**src/rtl/bxl_pkg.sv**
```systemverilog
package bxl_pkg;
   typedef enum logic [1:0] {
      KIND_LOAD     = 2'b00,
      KIND_STORE    = 2'b01,
      KIND_FETCH    = 2'b10,
      KIND_LOAD_ALT = 2'b11
   } acc_kind_e;

   typedef struct packed {
      logic [31:0] up;
      logic [31:0] lo;
   } entry_t;

   localparam int unsigned PROT_NONE = 0;
   localparam int unsigned PROT_RWX  = 2;
endpackage

```
**src/rtl/bxl_entry_bank.sv**
```systemverilog
module bxl_entry_bank #(
   parameter int N_ENTRY = 4,
   parameter int IDX_W   = 2
) (
   input  logic                              clk,
   input  logic                              rst_n,
   input  logic                              wr_en,
   input  logic [IDX_W-1:0]                  wr_idx,
   input  logic                              wr_hi,
   input  logic [31:0]                       wr_data,
   output bxl_pkg::entry_t [N_ENTRY-1:0]     ents_o
);
   bxl_pkg::entry_t [N_ENTRY-1:0] ents_q;

   for (genvar e = 0; e < N_ENTRY; e++) begin : g_ent
      logic hit_w;
      assign hit_w = wr_en && (32'(wr_idx) == e);
      always_ff @(posedge clk) begin
         if (!rst_n) begin
            ents_q[e] <= '0;
         end else if (hit_w) begin
            if (wr_hi) ents_q[e].up <= wr_data;
            else       ents_q[e].lo <= wr_data;
         end
      end
   end

   assign ents_o = ents_q;
endmodule

```
**src/rtl/bxl_entry_cmp.sv**
```systemverilog
module bxl_entry_cmp (
   input  bxl_pkg::entry_t ent,
   input  logic [31:0]     addr,
   input  logic            is_store,
   input  logic            user,
   output logic            sel,
   output logic            allow,
   output logic [31:0]     paddr
);
   logic [10:0] blen;
   logic        match;
   logic        priv_ok;
   logic [1:0]  pp;
   logic        unused_bits;

   assign blen    = ent.up[12:2];
   assign match   = (addr[31:28] == ent.up[31:28]) &&
                    ((addr[27:17] & ~blen) == ent.up[27:17]);
   assign priv_ok = user ? ent.up[0] : ent.up[1];
   assign sel     = match && priv_ok;
   assign pp      = ent.lo[1:0];
   assign allow   = is_store ? (32'(pp) == bxl_pkg::PROT_RWX)
                             : (32'(pp) != bxl_pkg::PROT_NONE);
   assign paddr   = {ent.lo[31:28], (addr[27:17] & blen) | ent.lo[27:17], addr[16:0]};
   assign unused_bits = ^{ent.up[16:13], ent.lo[16:2]};
endmodule

```
**src/rtl/bxl_prio_pick.sv**
```systemverilog
module bxl_prio_pick #(
   parameter int N_ENTRY = 4
) (
   input  logic [N_ENTRY-1:0]       sel,
   input  logic [N_ENTRY-1:0]       allow,
   input  logic [N_ENTRY-1:0][31:0] paddr,
   output logic                     hit,
   output logic                     fault,
   output logic [31:0]              pa
);
   always_comb begin
      hit   = 1'b0;
      fault = 1'b0;
      pa    = '0;
      for (int i = N_ENTRY - 1; i >= 0; i--) begin
         if (sel[i]) begin
            hit   = allow[i];
            fault = !allow[i];
            pa    = allow[i] ? paddr[i] : '0;
         end
      end
   end
endmodule

```
**src/rtl/bxl_matcher.sv**
```systemverilog
module bxl_matcher #(
   parameter int N_ENTRY = 4,
   localparam int IDX_W  = (N_ENTRY > 1) ? $clog2(N_ENTRY) : 1
) (
   input  logic             clk,
   input  logic             rst_n,
   input  logic             wr_en,
   input  logic             wr_side,
   input  logic [IDX_W-1:0] wr_idx,
   input  logic             wr_hi,
   input  logic [31:0]      wr_data,
   input  logic             req_valid,
   input  logic [31:0]      req_addr,
   input  logic [1:0]       req_kind,
   input  logic             req_user,
   output logic             rsp_valid,
   output logic             rsp_hit,
   output logic             rsp_fault,
   output logic [31:0]      rsp_paddr
);
   import bxl_pkg::*;

   if (N_ENTRY < 1 || N_ENTRY > 16) begin : g_bad_cfg
      $error("bxl_matcher: N_ENTRY must lie in 1..16");
   end

   localparam int N_SIDE = 2;

   entry_t [N_SIDE-1:0][N_ENTRY-1:0] bank_ents;

   for (genvar s = 0; s < N_SIDE; s++) begin : g_side
      logic side_we;
      assign side_we = wr_en && (wr_side == s[0]);
      bxl_entry_bank #(.N_ENTRY(N_ENTRY), .IDX_W(IDX_W)) i_bank (
         .clk     (clk),
         .rst_n   (rst_n),
         .wr_en   (side_we),
         .wr_idx  (wr_idx),
         .wr_hi   (wr_hi),
         .wr_data (wr_data),
         .ents_o  (bank_ents[s])
      );
   end

   logic                     is_fetch;
   logic                     is_store;
   entry_t [N_ENTRY-1:0]     act_ents;
   logic [N_ENTRY-1:0]       e_sel;
   logic [N_ENTRY-1:0]       e_allow;
   logic [N_ENTRY-1:0][31:0] e_pa;
   logic                     p_hit;
   logic                     p_fault;
   logic [31:0]              p_pa;

   assign is_fetch = (req_kind == KIND_FETCH);
   assign is_store = (req_kind == KIND_STORE);
   assign act_ents = is_fetch ? bank_ents[1] : bank_ents[0];

   for (genvar e = 0; e < N_ENTRY; e++) begin : g_cmp
      bxl_entry_cmp i_cmp (
         .ent      (act_ents[e]),
         .addr     (req_addr),
         .is_store (is_store),
         .user     (req_user),
         .sel      (e_sel[e]),
         .allow    (e_allow[e]),
         .paddr    (e_pa[e])
      );
   end

   bxl_prio_pick #(.N_ENTRY(N_ENTRY)) i_pick (
      .sel   (e_sel),
      .allow (e_allow),
      .paddr (e_pa),
      .hit   (p_hit),
      .fault (p_fault),
      .pa    (p_pa)
   );

   always_ff @(posedge clk) begin
      if (!rst_n) begin
         rsp_valid <= 1'b0;
         rsp_hit   <= 1'b0;
         rsp_fault <= 1'b0;
         rsp_paddr <= '0;
      end else begin
         rsp_valid <= req_valid;
         rsp_hit   <= req_valid && p_hit;
         rsp_fault <= req_valid && p_fault;
         rsp_paddr <= req_valid ? p_pa : '0;
      end
   end
endmodule

```
**config.mk**
```make
export PLATFORM = sky130hd
export DESIGN_NAME = bxl_matcher
export DESIGN_NICKNAME = d
export VERILOG_FILES = /design/src/rtl/bxl_pkg.sv /design/src/rtl/bxl_entry_bank.sv /design/src/rtl/bxl_entry_cmp.sv /design/src/rtl/bxl_prio_pick.sv /design/src/rtl/bxl_matcher.sv
export SDC_FILE = /design/constraint.sdc
export NUM_CORES = 1
export LEC_CHECK = 0
export ABC_AREA = 0
export CAP_MARGIN = 0
export CELL_PAD_IN_SITES_DETAIL_PLACEMENT = 2
export CELL_PAD_IN_SITES_GLOBAL_PLACEMENT = 2
export CORE_MARGIN = 2
export CORE_UTILIZATION = 42
export DETAILED_ROUTE_END_ITERATION = 16
export PLACE_DENSITY_LB_ADDON = 0.1
export SLEW_MARGIN = 40
export SYNTH_ARGS = -nofsm -noshare
export SYNTH_HDL_FRONTEND = slang
export SYNTH_HIERARCHICAL = 1
export SYNTH_SLANG_ARGS = --single-unit
```
**constraint.sdc**
```tcl
create_clock -name clk -period 4.1 [get_ports clk]
set_input_delay 0.82 -clock clk [delete_from_list [all_inputs] [get_ports clk]]
set_output_delay 0.82 -clock clk [all_outputs]
set_load 0.05 [all_outputs]
```
# Word level (Yosys, flattened, before mapping)
# Index checks and enable logic that the tools add are counted.
# totals
inputBits,75
output_inout_bits,35
ff_bits,547
elab_cells,126
# classes
n_bitwise,18
mux,25
n_eq_ne,17
n_reduce_logical,46
# ops
cell,count
$mux W256,1
$mux W32,8
$and A11 B11 Y11,8
$eq A11 B11 Y1,4
$not A11 Y11,4
$or A11 B11 Y11,4
$reduce_and A2 Y1,17
$logic_and A1 B1 Y1,20
$eq A4 B4 Y1,4
$mux W1,16
$eq A2 B2 Y1 const B,7
$reduce_bool A2 Y1,4
$eq A2 B1 Y1 const B,2
$logic_not A1 Y1,4
$logic_not A2 Y1,1
$not A1 Y1,2

# Longest topological paths before layout
# Gate-level depths: netlist of run 1.
# logic_depth
word_depth,12
mapped_depth,15
depth_no_buf,10

# By module
# The synthesis of run 1 kept the hierarchy.
# by_module_without_submodules
module,instances,seq_area_each_um2,area_per_inst_um2,cells_per_inst
bxl_entry_bank,2,5124.9,9203.8,871
bxl_matcher,1,700.7,5271.3,365
bxl_entry_cmp,4,0.0,529.3,67
bxl_prio_pick,1,0.0,1071.0,135

# Worst setup path after synthesis of run 1
# OpenSTA, ideal clock, no wires.
# synth_path
kind,input to register
from,in req_kind[1]
to,reg rsp_paddr[27]
path_buffers,4
arrival_ns,3.398
setup_slack_ns,0.587
cell_stages,14
setup_time_ns,0.116
required_time_ns,3.984
cell_sequence,nor2b_4 -> buf_6 -> buf_12 -> buf_12 -> mux2_4 -> nor2b_1 -> xnor2_2 -> nand4_1 -> nor4_2 -> nand3b_4 -> nor3_4 -> buf_6 -> a221o_1 -> and3_1
# synth_rtl
item,line_no,text
"start, declared",bxl_matcher.sv:14,"input logic [1:0] req_kind,"
"end signal, assigned",bxl_matcher.sv:90,rsp_paddr <= req_valid ? p_pa : '0;
"end, declared",bxl_matcher.sv:19,output logic [31:0] rsp_paddr

==> summary.md, run 1 <==
| Metric | Value |
|---|---|
| RD Place Congestion | `a little under 0.8` |
| Final Max Tran Viols | `0` |
| Setup bufs post-CTS | `0` |
| Relative slew slack | `~42%` |
| Cells on worst reg2reg path | `13` |
| Share of post-route cells with drive strength above 1 | `20.5%` |
| Syn Inst Count | `just under 2000` |
| Crit. Startpoint | `req_kind[1]` |
| Skew final | `24.6 ps` |
| Vias in the first global route | `about 16000` |
| Worst Setup End Kind | `flop` |
| Fin nets | `around 2100` |
| Die area | `50700 um2` |
| Gr ovfl total | `0` |
| Initial antenna violation count | `1` |
| Worst Path Max Fanout | `19` |
| Storage element area | `between 7000 and 8000 um2` |
| Chip width | `~230 um` |
| Initial Utilization | `42.2%` |
| Clk buf depth | `3` |
| Vias per std cell | `5.47` |
| Io pins | `between 100 and 150` |
| Hold Fails Final Rpt | `0` |
| Syn Area/Cell | `roughly 10 um2` |
| Power Density | `between 300 and 400 nW/um2` |
| Area of the mapped netlist | `20500 um2` |
| Starting DRT DRC Count | `between 700 and 800` |
| End of the critical path | `rsp_paddr[26]` |
| Tmin final | `roughly 4000 ps` |
| DIE HEIGHT | `~230 um` |
| MaxCap Viol Count | `0` |
| Fill cell count | `between 5000 and 6000` |
| Hold Buf Count CTS | `0` |
| Reg2reg setup slack | `1130 ps` |
| Post-route DRC | `0` |
| Clk Latency, worst-skew pair | `about 600 ps` |
| Detailed Route WL | `67.9 mm` |
| Finish-stage setup viols | `0` |
| Area growth syn-to-layout | `12.5%` |
| CORE AREA | `48600 um2` |
| Kind of start point of the critical path | `primary input` |
| H-tree depth | `2` |
| RSZ-0062 raised after global routing | `no` |
| Syn nets | `a little over 2000` |
| CTS tree | `built` |
| Slew @ Worst Pin | `859 ps` |
| Largest net degree at the start of global routing | `81` |
| Peak Freq | `252 MHz` |
| Ant. Diodes | `0` |
| Crit Path Category | `primary input to flop` |
| Root Driver | `clkbuf_16` |
| Req. time, crit path | `between 4000 and 5000 ps` |
| First-pass GRT wire length | `101 mm` |
| Num CTS Buffers | `46` |
| Dpl ws | `-423 ps` |
| Hold Crit Class | `flop to flop` |
| Status | `finished clean` |
| Reg-to-Reg Start | `g_side[0].i_bank/ents_o[162]` |
| Slack of the critical path | `134 ps` |
| Clock Sinks | `approximately 400` |
| Avg WL per Cell | `25.8 um` |
| Hold slack | `approximately 460 ps` |
| Period utilisation layout | `96.7%` |
| Worst flop-to-flop path endpoint | `rsp_paddr[26]` |
| Final HPWL DP | `43.4 mm` |
| DR pass1 iterations | `4` |
| VDD IR max | `roughly 250 uV` |
| Row count | `81` |
| Post-DRT Antenna Nets | `0` |
| Crit path DAT | `4490 ps` |
| Total track usage | `26.9%` |
| Total Neg Setup Slack | `0 ps` |
| Resized cells post-CTS | `0` |
| Worst-path clk slew | `about 60 ps` |
| Synth Warn # | `6` |
| Lkg Pwr | `about 11 nW` |
| Multi-input gate area | `10700 um2` |
| Vias | `~14000` |
| # port buffers | `around 110` |
[metrics by stage]
step	utilization [%]	power, mW	cell area [um2]	instances
detailed placement	44.3	4.71	21600	2549
floorplan	-	4.48	20500	1964
finish	47.5	8.88	23100	2634
global placement	44.3	4.69	21600	2549
CTS	47.5	8.99	23100	2634
global route	47.5	9.19	23100	2634
[per-layer routing]
| layer | part of all wire (%) | global-route usage (%) |
|---|---|---|
| met1 | 47 | 36.0 |
| met2 | 49 | 46.7 |
| met3 | 2.5 | 3.05 |
| met4 | 1.6 | 5.51 |
| met5 | 0 | 0 |
[power breakdown]
| part | total, mW | switching (mW) | internal [mW] |
|---|---|---|---|
| sequential | 3.91 | 0.0248 | 3.88 |
| clock | 4.26 | 1.72 | 2.54 |
| combinational | 0.715 | 0.424 | 0.290 |
| total | 8.88 | 2.17 | 6.71 |
[registers in the layout (all words and copies together), names as in the netlist]
signal / count
rsp_valid: 1
rsp_fault: 1
rsp_hit: 1
g_side.i_bank/ents_o: 360
rsp_paddr: 32
[area by class of cell]
cell class,count,area share (%)
Multi-Input combinational cell,1301,46.2
Clock buffer,70,6.04
Sequential cell,395,34.2
Timing Repair Buffer,224,9.41
Tap cell,622,3.37
Inverter,7,0.114
Clock inverter,15,0.688
[layout by cell type (no fill, tap or decap), types with 5 or more instances in the layout]
| cell type | count |
|---|---|
| a21o_1 | 40 |
| a221o_1 | 30 |
| and3_1 | 34 |
| buf_12 | 18 |
| buf_4 | 101 |
| clkbuf_1 | 12 |
| clkbuf_16 | 49 |
| clkbuf_8 | 9 |
| clkdlybuf4s50_1 | 104 |
| clkinv_2 | 10 |
| dfxtp_1 | 395 |
| inv_1 | 7 |
| mux2_2 | 11 |
| mux2_4 | 173 |
| mux2i_1 | 363 |
| nand2_1 | 419 |
| nand3_1 | 37 |
| nand4_1 | 14 |
| nand4b_1 | 6 |
| nor2_1 | 5 |
| nor2b_1 | 38 |
| nor2b_4 | 9 |
| o2bb2ai_1 | 31 |
| xnor2_1 | 48 |
| xor2_1 | 8 |
[worst min-delay path by stage]
stage / startpoint / endpoint / slack, ps / cells after the start
2_1_floorplan: g_side[1].i_bank/ents_o[0] / g_side[1].i_bank/ents_o[0] / 430 / 2
3_3_place_gp: g_side[0].i_bank/ents_o[27] / g_side[0].i_bank/ents_o[27] / 440 / 2
3_5_place_dp: g_side[0].i_bank/ents_o[186] / g_side[0].i_bank/ents_o[186] / 460 / 2
4_1_cts: g_side[0].i_bank/ents_o[61] / g_side[0].i_bank/ents_o[61] / 460 / 2
5_1_grt: g_side[1].i_bank/ents_o[162] / g_side[1].i_bank/ents_o[162] / 480 / 2
6_report: g_side[0].i_bank/ents_o[61] / g_side[0].i_bank/ents_o[61] / 460 / 2
[critical path, cell delays in order]
cell	delay [ps]
clkdlybuf4s50_1	480
nor2b_4	170
buf_12	220
buf_4	250
buf_4	190
mux2_4	310
xnor2_1	230
nand4_1	160
buf_4	190
nor4_2	330
buf_4	190
nand2_1	90
nor3_4	160
buf_4	300
a221o_1	190
and3_1	160
No activity file was read; power rests on OpenSTA's default activity.
==> inputs of run 2 (changes only) <==
--- a/config.mk
+++ b/config.mk
@@ -10,9 +10,10 @@
 export CELL_PAD_IN_SITES_DETAIL_PLACEMENT = 2
 export CELL_PAD_IN_SITES_GLOBAL_PLACEMENT = 2
 export CORE_MARGIN = 2
-export CORE_UTILIZATION = 42
+export CORE_UTILIZATION = 25
 export DETAILED_ROUTE_END_ITERATION = 16
 export PLACE_DENSITY_LB_ADDON = 0.1
+export SETUP_SLACK_MARGIN = 0.2
 export SLEW_MARGIN = 40
 export SYNTH_ARGS = -nofsm -noshare
 export SYNTH_HDL_FRONTEND = slang
==> summary.md, run 2 (synthesis gave the netlist of run 1 again) <==
| Metric | Value |
|---|---|
| Met1 GRT Util | `23.5% (was 36.0%)` |
| Met3 usage | `2.29% (was 3.05%)` |
| Req. time, crit path | `4600 ps (was 4620 ps)` |
| Pwr Total | `9.24 mW (was 8.88 mW)` |
| Max reg flops | `360 (unchanged)` |
| Final Max Tran Viols | `0 (unchanged)` |
| Peak Freq | `283 MHz (was 252 MHz)` |
| Hold Buf Count CTS | `0 (unchanged)` |
| Most used routing layer | `met2 (unchanged)` |
| Total Neg Setup Slack | `0 ps (unchanged)` |
| Initial Utilization | `25.1% (was 42.2%)` |
| Post-route DRC | `0 (unchanged)` |
| Hold Crit Class | `flop to flop (unchanged)` |
| Sw frac | `24.9% (was 24.5%)` |
| Lkg Pwr | `11.3 nW (was 10.8 nW)` |
| Clk Latency, worst-skew pair | `600 ps (was 590 ps)` |
| Post-DRT Antenna Nets | `0 (unchanged)` |
| Status | `finished clean (unchanged)` |
| VDD IR max | `287 uV (was 253 uV)` |
| Critical-path top delay cell | `a221o_2 (was clkdlybuf4s50_1)` |
| Kind of start point of the critical path | `primary input (unchanged)` |
| Slew @ Worst Pin | `863 ps (was 859 ps)` |
| Gr ovfl total | `0 (unchanged)` |
| Initial antenna violation count | `4 (was 1)` |
| Tmin final | `3530 ps (was 3970 ps)` |
| Largest stage delay, worst path | `330 ps (was 480 ps)` |
| Detailed Route WL | `75.6 mm (was 67.9 mm)` |
| Skew final | `27.6 ps (was 24.6 ps)` |
| Die area | `84500 um2 (was 50700 um2)` |
| First-pass GRT wire length | `110 mm (was 101 mm)` |
| DR pass1 iterations | `4 (unchanged)` |
| Avg WL per Cell | `24.1 um (was 25.8 um)` |
| Clk pwr share | `49.3% (was 48.0%)` |
| CORE AREA | `81700 um2 (was 48600 um2)` |
| Final core occ | `29.9% (was 47.5%)` |
| Largest net degree at the start of global routing | `98 (was 81)` |
| Ant. Diodes | `0 (unchanged)` |
| Placed Cells | `3020 (was 2549)` |
| Internal | `6.95 mW (was 6.71 mW)` |
| DIE HEIGHT | `291 um (was 225 um)` |
| Num CTS Buffers | `53 (was 46)` |
| Most common cell after layout, fill and taps aside | `nand2_1 (unchanged)` |
| Io pins | `110 (unchanged)` |
| Starting DRT DRC Count | `459 (was 751)` |
| Vias per std cell | `4.56 (was 5.47)` |
| Post-route cell area | `24400 um2 (was 23100 um2)` |
| Vias | `14297 (was 14421)` |
| Share of post-route cells with drive strength above 1 | `23.3% (was 20.5%)` |
| Clock Sinks | `395 (unchanged)` |
| Sw power | `2.30 mW (was 2.17 mW)` |
| Non-filler cells, final | `3135 (was 2634)` |
| Worst-path clk slew | `60 ps (about the same)` |
| Worst Setup End Kind | `flop (unchanged)` |
| H-tree depth | `2 (unchanged)` |
| Crit path DAT | `4030 ps (was 4490 ps)` |
| Slack of the critical path | `567 ps (was 134 ps)` |
| RD Place Congestion | `0.721 (was 0.768)` |
| Fin nets | `2099 (was 2050)` |
| Dpl ws | `-552 ps (was -423 ps)` |
| Cell family with most CP delay | `buffers and inverters (unchanged)` |
| # port buffers | `105 (unchanged)` |
| Fill cell count | `8810 (was 5042)` |
| CP Buf/Inv Count | `9 (was 7)` |
| Hold slack | `459 ps (was 457 ps)` |
| Power Density | `378 nW/um2 (was 384 nW/um2)` |
| CTS tree | `built (unchanged)` |
| Relative slew slack | `42.5% (about the same)` |
| Root Driver | `clkbuf_16 (unchanged)` |
| Worst Path Max Fanout | `13 (was 19)` |
| Total track usage | `17.7% (was 26.9%)` |
| Most frequent cells in the layout | `nand2_1, dfxtp_1, mux2i_1 (unchanged)` |
| MaxCap Viol Count | `0 (unchanged)` |
| RSZ-0062 raised after global routing | `no (unchanged)` |
| Post-DP Area | `22400 um2 (was 21600 um2)` |
| Worst-path cell chain | `dlymetal6s2s_1, nor2b_4, buf_6, buf_12, buf_16, buf_12, buf_4, mux2_4, nor2b_1, xnor2_1, nand4_1, nor4_4, buf_6, nor3_4, buf_4, buf_6, a221o_2, and3_1 (was clkdlybuf4s50_1, nor2b_4, buf_12, buf_4, buf_4, mux2_4, xnor2_1, nand4_1, buf_4, nor4_2, buf_4, nand2_1, nor3_4, buf_4, a221o_1, and3_1)` |
| Finish-stage setup viols | `0 (unchanged)` |
| Clk buf depth | `3 (unchanged)` |
| Vias in the first global route | `15924 (was 15781)` |
| Row count | `105 (was 81)` |
| Comb pwr share | `8.4% (was 8.0%)` |
| Chip width | `291 um (was 225 um)` |
| Hold Fails Final Rpt | `0 (unchanged)` |
| Final HPWL DP | `50.7 mm (was 43.4 mm)` |
| Part of the power in registers | `42.3% (was 44.0%)` |
| Period utilisation layout | `86.2% (was 96.7%)` |
| Area growth syn-to-layout | `19.0% (was 12.5%)` |
| Crit Path Category | `primary input to flop (unchanged)` |
| Met2 Usage GRT | `30.5% (was 46.7%)` |
| Most used cell, CP | `buf_6 (was buf_4)` |
-- run 2: power by group through the flow --
stage	Combinational, mW	Sequential, mW	Clock (mW)
finish	0.773	3.91	4.56
global route	0.831	3.91	4.92
global placement	0.748	3.99	0
floorplan	0.496	3.99	0
detailed placement	0.760	3.99	0
CTS	0.780	3.91	4.76
-- run 2: layout make-up --
cell class	count	area, um2	area share [%]
Clock buffer	82	1570	6.40
Clock inverter	14	134	0.548
Inverter	7	26.3	0.108
Multi-Input combinational cell	1301	10800	44.3
Sequential cell	395	7910	32.4
Tap cell	1070	1340	5.48
Timing Repair Buffer	266	2640	10.8
-- run 2: path summary, 6_finish.rpt --
path	startpoint	end	slack, ps	depth (start not counted)
min	g_side[0].i_bank/ents_o[115]	g_side[0].i_bank/ents_o[115]	460	2
min reg2reg	g_side[0].i_bank/ents_o[115]	g_side[0].i_bank/ents_o[115]	460	2
max	req_kind[1]	rsp_paddr[0]	570	18
max reg2reg	g_side[0].i_bank/ents_o[163]	rsp_paddr[31]	1260	13
-- run 2: per-layer routing --
metal	wire, um	part of all wire, %	vias to the layer above
li1	-	-	6759
met1	35800	47	7251
met2	36200	48	200
met3	2090	2.8	87
met4	1520	2.0	0
met5	0	0	-
-- run 2: repair_timing --
item	4_1_cts	5_1_grt
resized for setup	18	29
gates cloned	1	0
setup endpoints to repair	22	33
setup buffers	6	12
pin swaps	6	11
-- run 2: worst register-to-register path, cell delays in order, from the launching register on --
cell	delay, ps
dfxtp_1	310
mux2_4	290
nor2b_4	150
xnor2_2	120
buf_4	150
nand4_1	90
buf_4	180
nor4_2	240
buf_4	160
nand3b_4	140
nor3_4	60
buf_4	170
a221o_2	460
and3_1	220
